## config.mk

```make
export PLATFORM = sky130hd
export DESIGN_NAME = fp_reg_stack
export DESIGN_NICKNAME = d
export VERILOG_FILES = /design/src/rtl/fpstk_pkg.sv /design/src/rtl/fpstk_regs.sv /design/src/rtl/fpstk_ctl.sv /design/src/rtl/fpstk_rdout.sv /design/src/rtl/fp_reg_stack.sv
export SDC_FILE = /design/constraint.sdc
export NUM_CORES = 2
export LEC_CHECK = 0
export BUFFER_PORTS_ARGS = -buffer_cell sky130_fd_sc_hd__buf_4
export CAP_MARGIN = 30
export CORE_ASPECT_RATIO = 1.2
export CORE_MARGIN = 2
export CORE_UTILIZATION = 57
export DETAILED_ROUTE_END_ITERATION = 8
export PLACE_DENSITY = 0.75
export REMOVE_ABC_BUFFERS = 1
export SYNTH_ARGS = -nofsm -noshare
export SYNTH_HDL_FRONTEND = slang
export SYNTH_SLANG_ARGS = --single-unit
export TNS_END_PERCENT = 30
```

## constraint.sdc

```tcl
create_clock -name clk -period 3.4 [get_ports clk]
set_clock_uncertainty 0.1 [all_clocks]
set_input_delay 0.68 -clock clk [delete_from_list [all_inputs] [get_ports clk]]
set_output_delay 0.68 -clock clk [all_outputs]
set_load 0.1 [all_outputs]
```

## src/rtl/fpstk_pkg.sv

```systemverilog
package fpstk_pkg;
  typedef enum logic [3:0] {
    OP_NOP   = 4'd0,
    OP_PUSH  = 4'd1,
    OP_POP   = 4'd2,
    OP_READ  = 4'd3,
    OP_XCHG  = 4'd4,
    OP_WRITE = 4'd5,
    OP_WRPOP = 4'd6,
    OP_EMPTY = 4'd7,
    OP_INIT  = 4'd8,
    OP_ALIAS = 4'd9
  } stk_op_e;

  typedef enum logic [1:0] {
    SRC_IN    = 2'd0,
    SRC_SWAP  = 2'd1,
    SRC_MERGE = 2'd2
  } wsrc_e;

  localparam logic [1:0] TAG_VALID = 2'b00;
  localparam logic [1:0] TAG_EMPTY = 2'b11;
endpackage

```

## src/rtl/fpstk_regs.sv

```systemverilog
module fpstk_regs #(
  parameter int DEPTH = 8,
  parameter int W     = 80,
  parameter int PTR_W = $clog2(DEPTH)
) (
  input  logic             clk,
  input  logic             rst_n,
  input  logic [PTR_W-1:0] ra_addr,
  input  logic [PTR_W-1:0] rb_addr,
  output logic [W-1:0]     ra_data,
  output logic [W-1:0]     rb_data,
  input  logic             we_a,
  input  logic [PTR_W-1:0] wa_addr,
  input  logic [W-1:0]     wd_a,
  input  logic             we_b,
  input  logic [PTR_W-1:0] wb_addr,
  input  logic [W-1:0]     wd_b
);
  logic [DEPTH-1:0][W-1:0] mem;

  for (genvar k = 0; k < DEPTH; k++) begin : g_ent
    logic [W-1:0] q;
    always_ff @(posedge clk or negedge rst_n) begin
      if (!rst_n) begin
        q <= '0;
      end else if (we_a && wa_addr == PTR_W'(k)) begin
        q <= wd_a;
      end else if (we_b && wb_addr == PTR_W'(k)) begin
        q <= wd_b;
      end
    end
    assign mem[k] = q;
  end

  assign ra_data = mem[ra_addr];
  assign rb_data = mem[rb_addr];
endmodule

```

## src/rtl/fpstk_ctl.sv

```systemverilog
module fpstk_ctl
  import fpstk_pkg::*;
#(
  parameter int DEPTH = 8,
  parameter int PTR_W = $clog2(DEPTH)
) (
  input  logic               clk,
  input  logic               rst_n,
  input  logic               fire,
  input  stk_op_e            op,
  input  logic [PTR_W-1:0]   idx,
  output logic [PTR_W-1:0]   top_o,
  output logic [2*DEPTH-1:0] tags_o,
  output logic               ovf_o,
  output logic               unf_o,
  output logic [PTR_W-1:0]   ra_addr,
  output logic [PTR_W-1:0]   rb_addr,
  output logic               we_a,
  output logic [PTR_W-1:0]   wa_addr,
  output wsrc_e              src_a,
  output logic               we_b,
  output logic [PTR_W-1:0]   wb_addr,
  output logic               rd_go,
  output logic               rd_zero
);
  localparam logic [PTR_W-1:0] ONE = PTR_W'(1);

  logic [PTR_W-1:0] top_q;
  logic [1:0]       tag_q [DEPTH];
  logic             ovf_q, unf_q;

  logic [PTR_W-1:0] p0, pi, ps;
  logic             e0, ei, slot_busy;

  assign p0        = top_q;
  assign pi        = top_q + idx;
  assign ps        = top_q - ONE;
  assign e0        = (tag_q[p0] == TAG_EMPTY);
  assign ei        = (tag_q[pi] == TAG_EMPTY);
  assign slot_busy = (tag_q[ps] != TAG_EMPTY);

  // Data-side write strobes; every fault suppresses them
  always_comb begin
    ra_addr = (op == OP_ALIAS) ? idx : p0;
    rb_addr = pi;
    we_a    = 1'b0;
    wa_addr = pi;
    src_a   = SRC_IN;
    we_b    = 1'b0;
    wb_addr = pi;
    if (fire) begin
      case (op)
        OP_PUSH: begin
          we_a    = !slot_busy;
          wa_addr = ps;
        end
        OP_XCHG: begin
          we_a    = !(e0 || ei);
          wa_addr = p0;
          src_a   = SRC_SWAP;
          we_b    = !(e0 || ei);
        end
        OP_WRITE: we_a = 1'b1;
        OP_WRPOP: we_a = !e0;
        OP_ALIAS: begin
          we_a    = 1'b1;
          wa_addr = idx;
          src_a   = SRC_MERGE;
        end
        default: ;
      endcase
    end
  end

  assign rd_go   = fire && (op == OP_POP || op == OP_READ);
  assign rd_zero = e0;

  always_ff @(posedge clk or negedge rst_n) begin
    if (!rst_n) begin
      top_q <= '0;
      ovf_q <= 1'b0;
      unf_q <= 1'b0;
      for (int k = 0; k < DEPTH; k++) tag_q[k] <= TAG_EMPTY;
    end else if (fire) begin
      case (op)
        OP_PUSH: begin
          if (slot_busy) ovf_q <= 1'b1;
          else begin
            tag_q[ps] <= TAG_VALID;
            top_q     <= ps;
          end
        end
        OP_POP: begin
          if (e0) unf_q <= 1'b1;
          else begin
            tag_q[p0] <= TAG_EMPTY;
            top_q     <= p0 + ONE;
          end
        end
        OP_READ: if (e0) unf_q <= 1'b1;
        OP_XCHG: if (e0 || ei) unf_q <= 1'b1;
        OP_WRITE: tag_q[pi] <= TAG_VALID;
        OP_WRPOP: begin
          if (e0) unf_q <= 1'b1;
          else begin
            tag_q[pi] <= TAG_VALID;
            tag_q[p0] <= TAG_EMPTY;   // later assignment wins when idx is 0
            top_q     <= p0 + ONE;
          end
        end
        OP_EMPTY: for (int k = 0; k < DEPTH; k++) tag_q[k] <= TAG_EMPTY;
        OP_INIT: begin
          top_q <= '0;
          ovf_q <= 1'b0;
          unf_q <= 1'b0;
          for (int k = 0; k < DEPTH; k++) tag_q[k] <= TAG_EMPTY;
        end
        OP_ALIAS: for (int k = 0; k < DEPTH; k++) tag_q[k] <= TAG_VALID;
        default: ;
      endcase
    end
  end

  for (genvar k = 0; k < DEPTH; k++) begin : g_tag
    assign tags_o[2*k +: 2] = tag_q[k];
  end

  assign top_o = top_q;
  assign ovf_o = ovf_q;
  assign unf_o = unf_q;

  assert_push_rename_R2: assert property (@(posedge clk) disable iff (!rst_n)
    (fire && op == OP_PUSH && !slot_busy) |=> (top_q == $past(top_q) - ONE));

  assert_no_overflow_write_R3: assert property (@(posedge clk) disable iff (!rst_n)
    (fire && op == OP_PUSH && slot_busy) |=> ($stable(top_q) && $stable(tags_o) && ovf_q));

  assert_ovf_sticky_R3: assert property (@(posedge clk) disable iff (!rst_n)
    (ovf_q && !(fire && op == OP_INIT)) |=> ovf_q);

  assert_underflow_hold_R6: assert property (@(posedge clk) disable iff (!rst_n)
    (fire && (op == OP_POP || op == OP_READ) && e0) |=> ($stable(top_q) && $stable(tags_o) && unf_q));

  assert_init_state_R1: assert property (@(posedge clk) disable iff (!rst_n)
    (fire && op == OP_INIT) |=> (top_q == '0 && tags_o == '1 && !ovf_q && !unf_q));

  assert_alias_tags_R11: assert property (@(posedge clk) disable iff (!rst_n)
    (fire && op == OP_ALIAS) |=> (tags_o == '0 && $stable(top_q)));

  assert_empty_all_R10: assert property (@(posedge clk) disable iff (!rst_n)
    (fire && op == OP_EMPTY) |=> (tags_o == '1 && $stable(top_q)));
endmodule

```

## src/rtl/fpstk_rdout.sv

```systemverilog
module fpstk_rdout #(
  parameter int W = 80
) (
  input  logic         clk,
  input  logic         rst_n,
  input  logic         load,
  input  logic [W-1:0] load_data,
  input  logic         rd_ready,
  output logic         rd_valid,
  output logic [W-1:0] rd_data,
  output logic         ready_o
);
  assign ready_o = !rd_valid || rd_ready;

  always_ff @(posedge clk or negedge rst_n) begin
    if (!rst_n) begin
      rd_valid <= 1'b0;
      rd_data  <= '0;
    end else if (load) begin
      rd_valid <= 1'b1;
      rd_data  <= load_data;
    end else if (rd_ready) begin
      rd_valid <= 1'b0;
    end
  end

  assert_stall_hold_R12: assert property (@(posedge clk) disable iff (!rst_n)
    (rd_valid && !rd_ready) |=> (rd_valid && $stable(rd_data)));

  assert_no_overwrite_R12: assert property (@(posedge clk) disable iff (!rst_n)
    (rd_valid && !rd_ready) |-> !load);
endmodule

```

## src/rtl/fp_reg_stack.sv

```systemverilog
module fp_reg_stack
  import fpstk_pkg::*;
#(
  parameter int DEPTH   = 8,
  parameter int WIDTH   = 80,
  parameter int ALIAS_W = 64,
  parameter int OP_W    = 4,
  parameter int PTR_W   = $clog2(DEPTH),
  parameter int TAGS_W  = 2 * DEPTH
) (
  input  logic              clk,
  input  logic              rst_n,
  input  logic              cmd_valid,
  output logic              cmd_ready,
  input  logic [OP_W-1:0]   cmd_op,
  input  logic [PTR_W-1:0]  cmd_idx,
  input  logic [WIDTH-1:0]  wr_data,
  output logic              rd_valid,
  input  logic              rd_ready,
  output logic [WIDTH-1:0]  rd_data,
  output logic [PTR_W-1:0]  top_ptr,
  output logic [TAGS_W-1:0] tag_word,
  output logic              flag_ovf,
  output logic              flag_unf
);
  stk_op_e          op;
  logic             fire;
  logic [PTR_W-1:0] ra_addr, rb_addr, wa_addr, wb_addr;
  logic             we_a, we_b, rd_go, rd_zero;
  wsrc_e            src_a;
  logic [WIDTH-1:0] ra_data, rb_data, wd_a;

  assign op   = stk_op_e'(cmd_op);
  assign fire = cmd_valid && cmd_ready;

  fpstk_ctl #(.DEPTH(DEPTH), .PTR_W(PTR_W)) u_ctl (
    .clk(clk), .rst_n(rst_n), .fire(fire), .op(op), .idx(cmd_idx),
    .top_o(top_ptr), .tags_o(tag_word), .ovf_o(flag_ovf), .unf_o(flag_unf),
    .ra_addr(ra_addr), .rb_addr(rb_addr), .we_a(we_a), .wa_addr(wa_addr),
    .src_a(src_a), .we_b(we_b), .wb_addr(wb_addr), .rd_go(rd_go), .rd_zero(rd_zero)
  );

  always_comb begin
    case (src_a)
      SRC_SWAP:  wd_a = rb_data;
      SRC_MERGE: wd_a = {ra_data[WIDTH-1:ALIAS_W], wr_data[ALIAS_W-1:0]};
      default:   wd_a = wr_data;
    endcase
  end

  fpstk_regs #(.DEPTH(DEPTH), .W(WIDTH), .PTR_W(PTR_W)) u_regs (
    .clk(clk), .rst_n(rst_n),
    .ra_addr(ra_addr), .rb_addr(rb_addr), .ra_data(ra_data), .rb_data(rb_data),
    .we_a(we_a), .wa_addr(wa_addr), .wd_a(wd_a),
    .we_b(we_b), .wb_addr(wb_addr), .wd_b(ra_data)
  );

  fpstk_rdout #(.W(WIDTH)) u_rdout (
    .clk(clk), .rst_n(rst_n), .load(rd_go),
    .load_data(rd_zero ? '0 : ra_data),
    .rd_ready(rd_ready), .rd_valid(rd_valid), .rd_data(rd_data), .ready_o(cmd_ready)
  );
endmodule

```

==> metrics <==
highest achievable clock rate 0.280 GHz; least setup slack across all paths after layout -0.174 ns; yosys warns 0; startpoint of the most critical hold path rd_ready; overall routed net length 162,000 um; reg-to-reg slack, setup -0.17 ns; post-synthesis async set-or-reset flop share 1.00; violations in the final reports negative setup slack; most numerous cell in the Yosys netlist sky130_fd_sc_hd__mux2i_1; LEAKAGE 25.7 nW; sequential-to-total area share from yosys stat 0.410; worst hold slack across all endpoints 0.255 ns; number of antenna violations at the first check in global routing 0; Die Area a little over 80,000 um^2; Post-DP HPWL 92,500 um; terminus of the critical flop-to-flop path u_regs.g_ent[1].q[4]$_DFFE_PN0P_; core occupancy in the finished layout 0.713; fraction of layout instances using a drive strength above 1 0.249; path category of the worst min-delay check input port to flip-flop; via count of the first global-routing pass 38,700; critical path, cell by cell ha_4 > inv_2 > fa_4 > xnor3_4 > mux4_2 > mux2_4 > o2111a_1 > a21oi_4 > buf_12 > or4b_4 > buf_12 > buf_16 > mux2i_1; transition time of the tightest slew-check pin 0.728 ns; maximum single-stage delay on the critical path 0.43 ns; Synth area leaders sky130_fd_sc_hd__dfrtp_1 40%, sky130_fd_sc_hd__mux2i_1 31%, sky130_fd_sc_hd__mux4_2 8.2%, sky130_fd_sc_hd__nand2_1 5.1%, sky130_fd_sc_hd__a21oi_1 1.8%; power density cells 982 nW/um^2; largest net degree at the start of global routing 87; wire length of the first global-routing pass 234,000 um; Seq cells post-synth approximately 740; cell area after synthesis around 45,000 um^2; main flop type after synthesis sky130_fd_sc_hd__dfrtp_1; Placeable Area 79,000 um^2; count of cells along the worst hold path 3; count of distinct cell types in the synthesized netlist between 60 and 70; register area 18,600 um^2; maximum root-to-sink buffer count 3; number of synthesized flops with an enable pin 0; run status finished, violations left; RSZ-0062 raised after global routing true; max-slew violation count 0; synthesized instance count around 4,000; gr usage total 0.374; fraction of power spent switching nets 0.461; largest delay contributor family on the critical path multiplexers; startpoint-to-endpoint class of the critical path flip-flop to flip-flop; Reg-to-Reg Start u_ctl.top_o[0]$_DFFE_PN0P_; reported max-cap violation count 0; path length in cells of the critical path 13; tightest slew margin relative to the limit 0.501; routability cong. 0.879; crit path max fanout 9; Clock Root Buffer sky130_fd_sc_hd__clkbuf_16; fin cells 5,513; fill count 5,339; part of the cycle the worst path needs 1.05; total net switching power about 26 mW; required time of the critical path roughly 3.9 ns; Cell Int Power 29.8 mW; starting density of the core 0.574; number of antenna cells inserted 0; time the final worst path needs with I/O delays and setup 3.57 ns; violation count after the first detailed-route iteration roughly 4,800; top-level I/O count 194; area growth from synthesis to layout 24.2%; Total Neg Setup Slack -48.30 ns; Skew-Pair Late Insertion Delay 0.66 ns; clock network fraction of total power 0.169; area share of the largest cell type after synthesis 0.401; clock transition at the register clock pins on the worst setup and hold paths after CTS approximately 0.060 ns; number of hold violations in the final report 0; clock sink count 742; CP Capture Type flip-flop; slowest cell on the critical path sky130_fd_sc_hd__fa_4; signal arrival time at the worst endpoint around 4.0 ns; detailed-routing iteration count for the pre-antenna-repair pass 6; number of buffers inserted by port buffering 193; vertical extent of the die approximately 310 um; vias per cell around 7.0; pre-CTS WS -0.555 ns; end of the worst hold path u_rdout.rd_valid$_DFFE_PN0P_; most repeated library cell on the critical path sky130_fd_sc_hd__buf_12; overflow left after global routing 0; setup violators final 627; die boundary width 262 um; Synth area leader sky130_fd_sc_hd__dfrtp_1; share of power burned in registers 0.291; number of cells on the worst reg-to-reg path 13; buffering stage count on the worst path with inverters included 4; area of the multi-input gates 25,200 um^2; placed insts 5,268; vias post-DR between 30,000 and 40,000; total DRC errors in the routed layout 0; Setup crit start kind flip-flop; standard-cell row count 113; maximum level of the CTS H-tree 3; number of buffers created by CTS 80; Total Nets Final 4,508; top cells by count, synth 1,396 x sky130_fd_sc_hd__mux2i_1, 726 x sky130_fd_sc_hd__dfrtp_1, 612 x sky130_fd_sc_hd__nand2_1; DRT antenna net count 0; TritonCTS clock tree built; routed wirelength normalized by instance count just under 30 um; combinational group share of total power 0.539; syn avg cell area ~11 um^2; peak supply drop 0.000730 V
[per-stage QoR]
step	instance area, um^2	power (mW)
2_1_floorplan	43400	33.5
3_3_place_gp	51200	43.4
3_5_place_dp	51200	44.3
4_1_cts	55100	54.0
5_1_grt	56400	57.6
6_report	56400	55.3
[tightest hold or removal path, cell delays in order]
cell and delay (ns):
sky130_fd_sc_hd__buf_4 0.07, sky130_fd_sc_hd__nand2b_1 0.15, sky130_fd_sc_hd__nand2_1 0.06
[area by class of cell]
cell class                 instances  area share
sequential                       742       0.330
inverter                          19     0.00127
timing repair buffer             695       0.149
clock buffer                     118      0.0426
clock inverter                    31     0.00639
multi-input combinational       2873       0.448
tap                             1035      0.0230
[logic make-up (layout without fill, tap and decap cells)]
kind of cell	count (synthesis)	after routing	synth area share
multiplexers	1568	1568	0.392
AND/OR/NAND/NOR	893	893	0.0846
buffers and inverters	420	863	0.0439
flip-flops	742	742	0.410
XOR/XNOR	5	5	0.00163
adder cells (fa/ha/maj)	6	6	0.00182
AO/OA/AOI/OAI	401	401	0.0660
[what timing repair did]
item,4_1_cts,5_1_grt
setup endpoints to repair,635,640
gates resized for setup,55,108
hold buffers,1,0
pin swaps,10,9
endpoints found under the hold margin,44,0
buffers inserted,29,23
cloned,20,28
[metal layers]
layer | global-route usage | part of all wire | vias up
li1 | - | - | 15600
met1 | 0.483 | 0.37 | 19300
met2 | 0.584 | 0.46 | 2748
met3 | 0.0763 | 0.10 | 718
met4 | 0.219 | 0.065 | 0
met5 | 0 | 0 | -
[cells in the final DEF, fill, tap and decap left out, types with 6 or more instances in the layout]
| master | n |
|---|---|
| sky130_fd_sc_hd__inv_1 | 17 |
| sky130_fd_sc_hd__a21oi_1 | 162 |
| sky130_fd_sc_hd__mux2i_4 | 10 |
| sky130_fd_sc_hd__mux4_2 | 166 |
| sky130_fd_sc_hd__a21o_1 | 7 |
| sky130_fd_sc_hd__nand3_1 | 134 |
| sky130_fd_sc_hd__nand2_1 | 612 |
| sky130_fd_sc_hd__a32oi_1 | 64 |
| sky130_fd_sc_hd__buf_4 | 445 |
| sky130_fd_sc_hd__nor3_1 | 6 |
| sky130_fd_sc_hd__nor2_1 | 24 |
| sky130_fd_sc_hd__a221oi_1 | 6 |
| sky130_fd_sc_hd__a22o_1 | 81 |
| sky130_fd_sc_hd__mux2i_1 | 1363 |
| sky130_fd_sc_hd__buf_16 | 36 |
| sky130_fd_sc_hd__clkbuf_1 | 17 |
| sky130_fd_sc_hd__nand2b_1 | 6 |
| sky130_fd_sc_hd__clkinv_2 | 16 |
| sky130_fd_sc_hd__dfstp_2 | 16 |
| sky130_fd_sc_hd__buf_6 | 35 |
| sky130_fd_sc_hd__buf_8 | 9 |
| sky130_fd_sc_hd__clkbuf_8 | 17 |
| sky130_fd_sc_hd__dfrtp_1 | 725 |
| sky130_fd_sc_hd__clkbuf_16 | 109 |
| sky130_fd_sc_hd__a32o_1 | 16 |
| sky130_fd_sc_hd__o21ai_0 | 20 |
| sky130_fd_sc_hd__nor3_4 | 6 |
| sky130_fd_sc_hd__mux2i_2 | 25 |
| sky130_fd_sc_hd__and3_1 | 64 |
| sky130_fd_sc_hd__buf_12 | 142 |
| sky130_fd_sc_hd__bufinv_16 | 7 |
| sky130_fd_sc_hd__clkinvlp_4 | 6 |
| sky130_fd_sc_hd__a221oi_2 | 26 |
[registers in the layout, summed over array words and instances, names as in the netlist]
signal and flops:
u_ctl.unf_o 1, u_ctl.top_o 3, u_rdout.rd_data 80, u_rdout.rd_valid 1, u_regs.g_ent.q 640, u_ctl.ovf_o 1
u_ctl.tags_o 16
[power groups by stage]
stage	combinational, mW	sequential (mW)	clock, mW
finish	29.8	16.1	9.37
global route	31.4	16.5	9.73
CTS	28.8	15.8	9.39
detailed placement	28.4	15.9	0
global placement	27.8	15.7	0
floorplan	14.9	18.6	0
[worst max path at each step]
stage          slack [ns]                           endpoint                  startpoint
6_report            -0.17   u_regs.g_ent[1].q[4]$_DFFE_PN0P_  u_ctl.top_o[0]$_DFFE_PN0P_
5_1_grt             -0.27  u_regs.g_ent[7].q[55]$_DFFE_PN0P_  u_ctl.top_o[0]$_DFFE_PN0P_
4_1_cts             -0.11  u_regs.g_ent[2].q[13]$_DFFE_PN0P_  u_ctl.top_o[0]$_DFFE_PN0P_
3_5_place_dp        -0.55  u_regs.g_ent[1].q[77]$_DFFE_PN0P_                  cmd_idx[0]
3_3_place_gp        -0.47  u_regs.g_ent[1].q[73]$_DFFE_PN0P_                  cmd_idx[0]
2_1_floorplan      -17.96   u_regs.g_ent[4].q[0]$_DFFE_PN0P_  u_ctl.top_o[0]$_DFFE_PN0P_
Power figures use the tool's default switching activity.
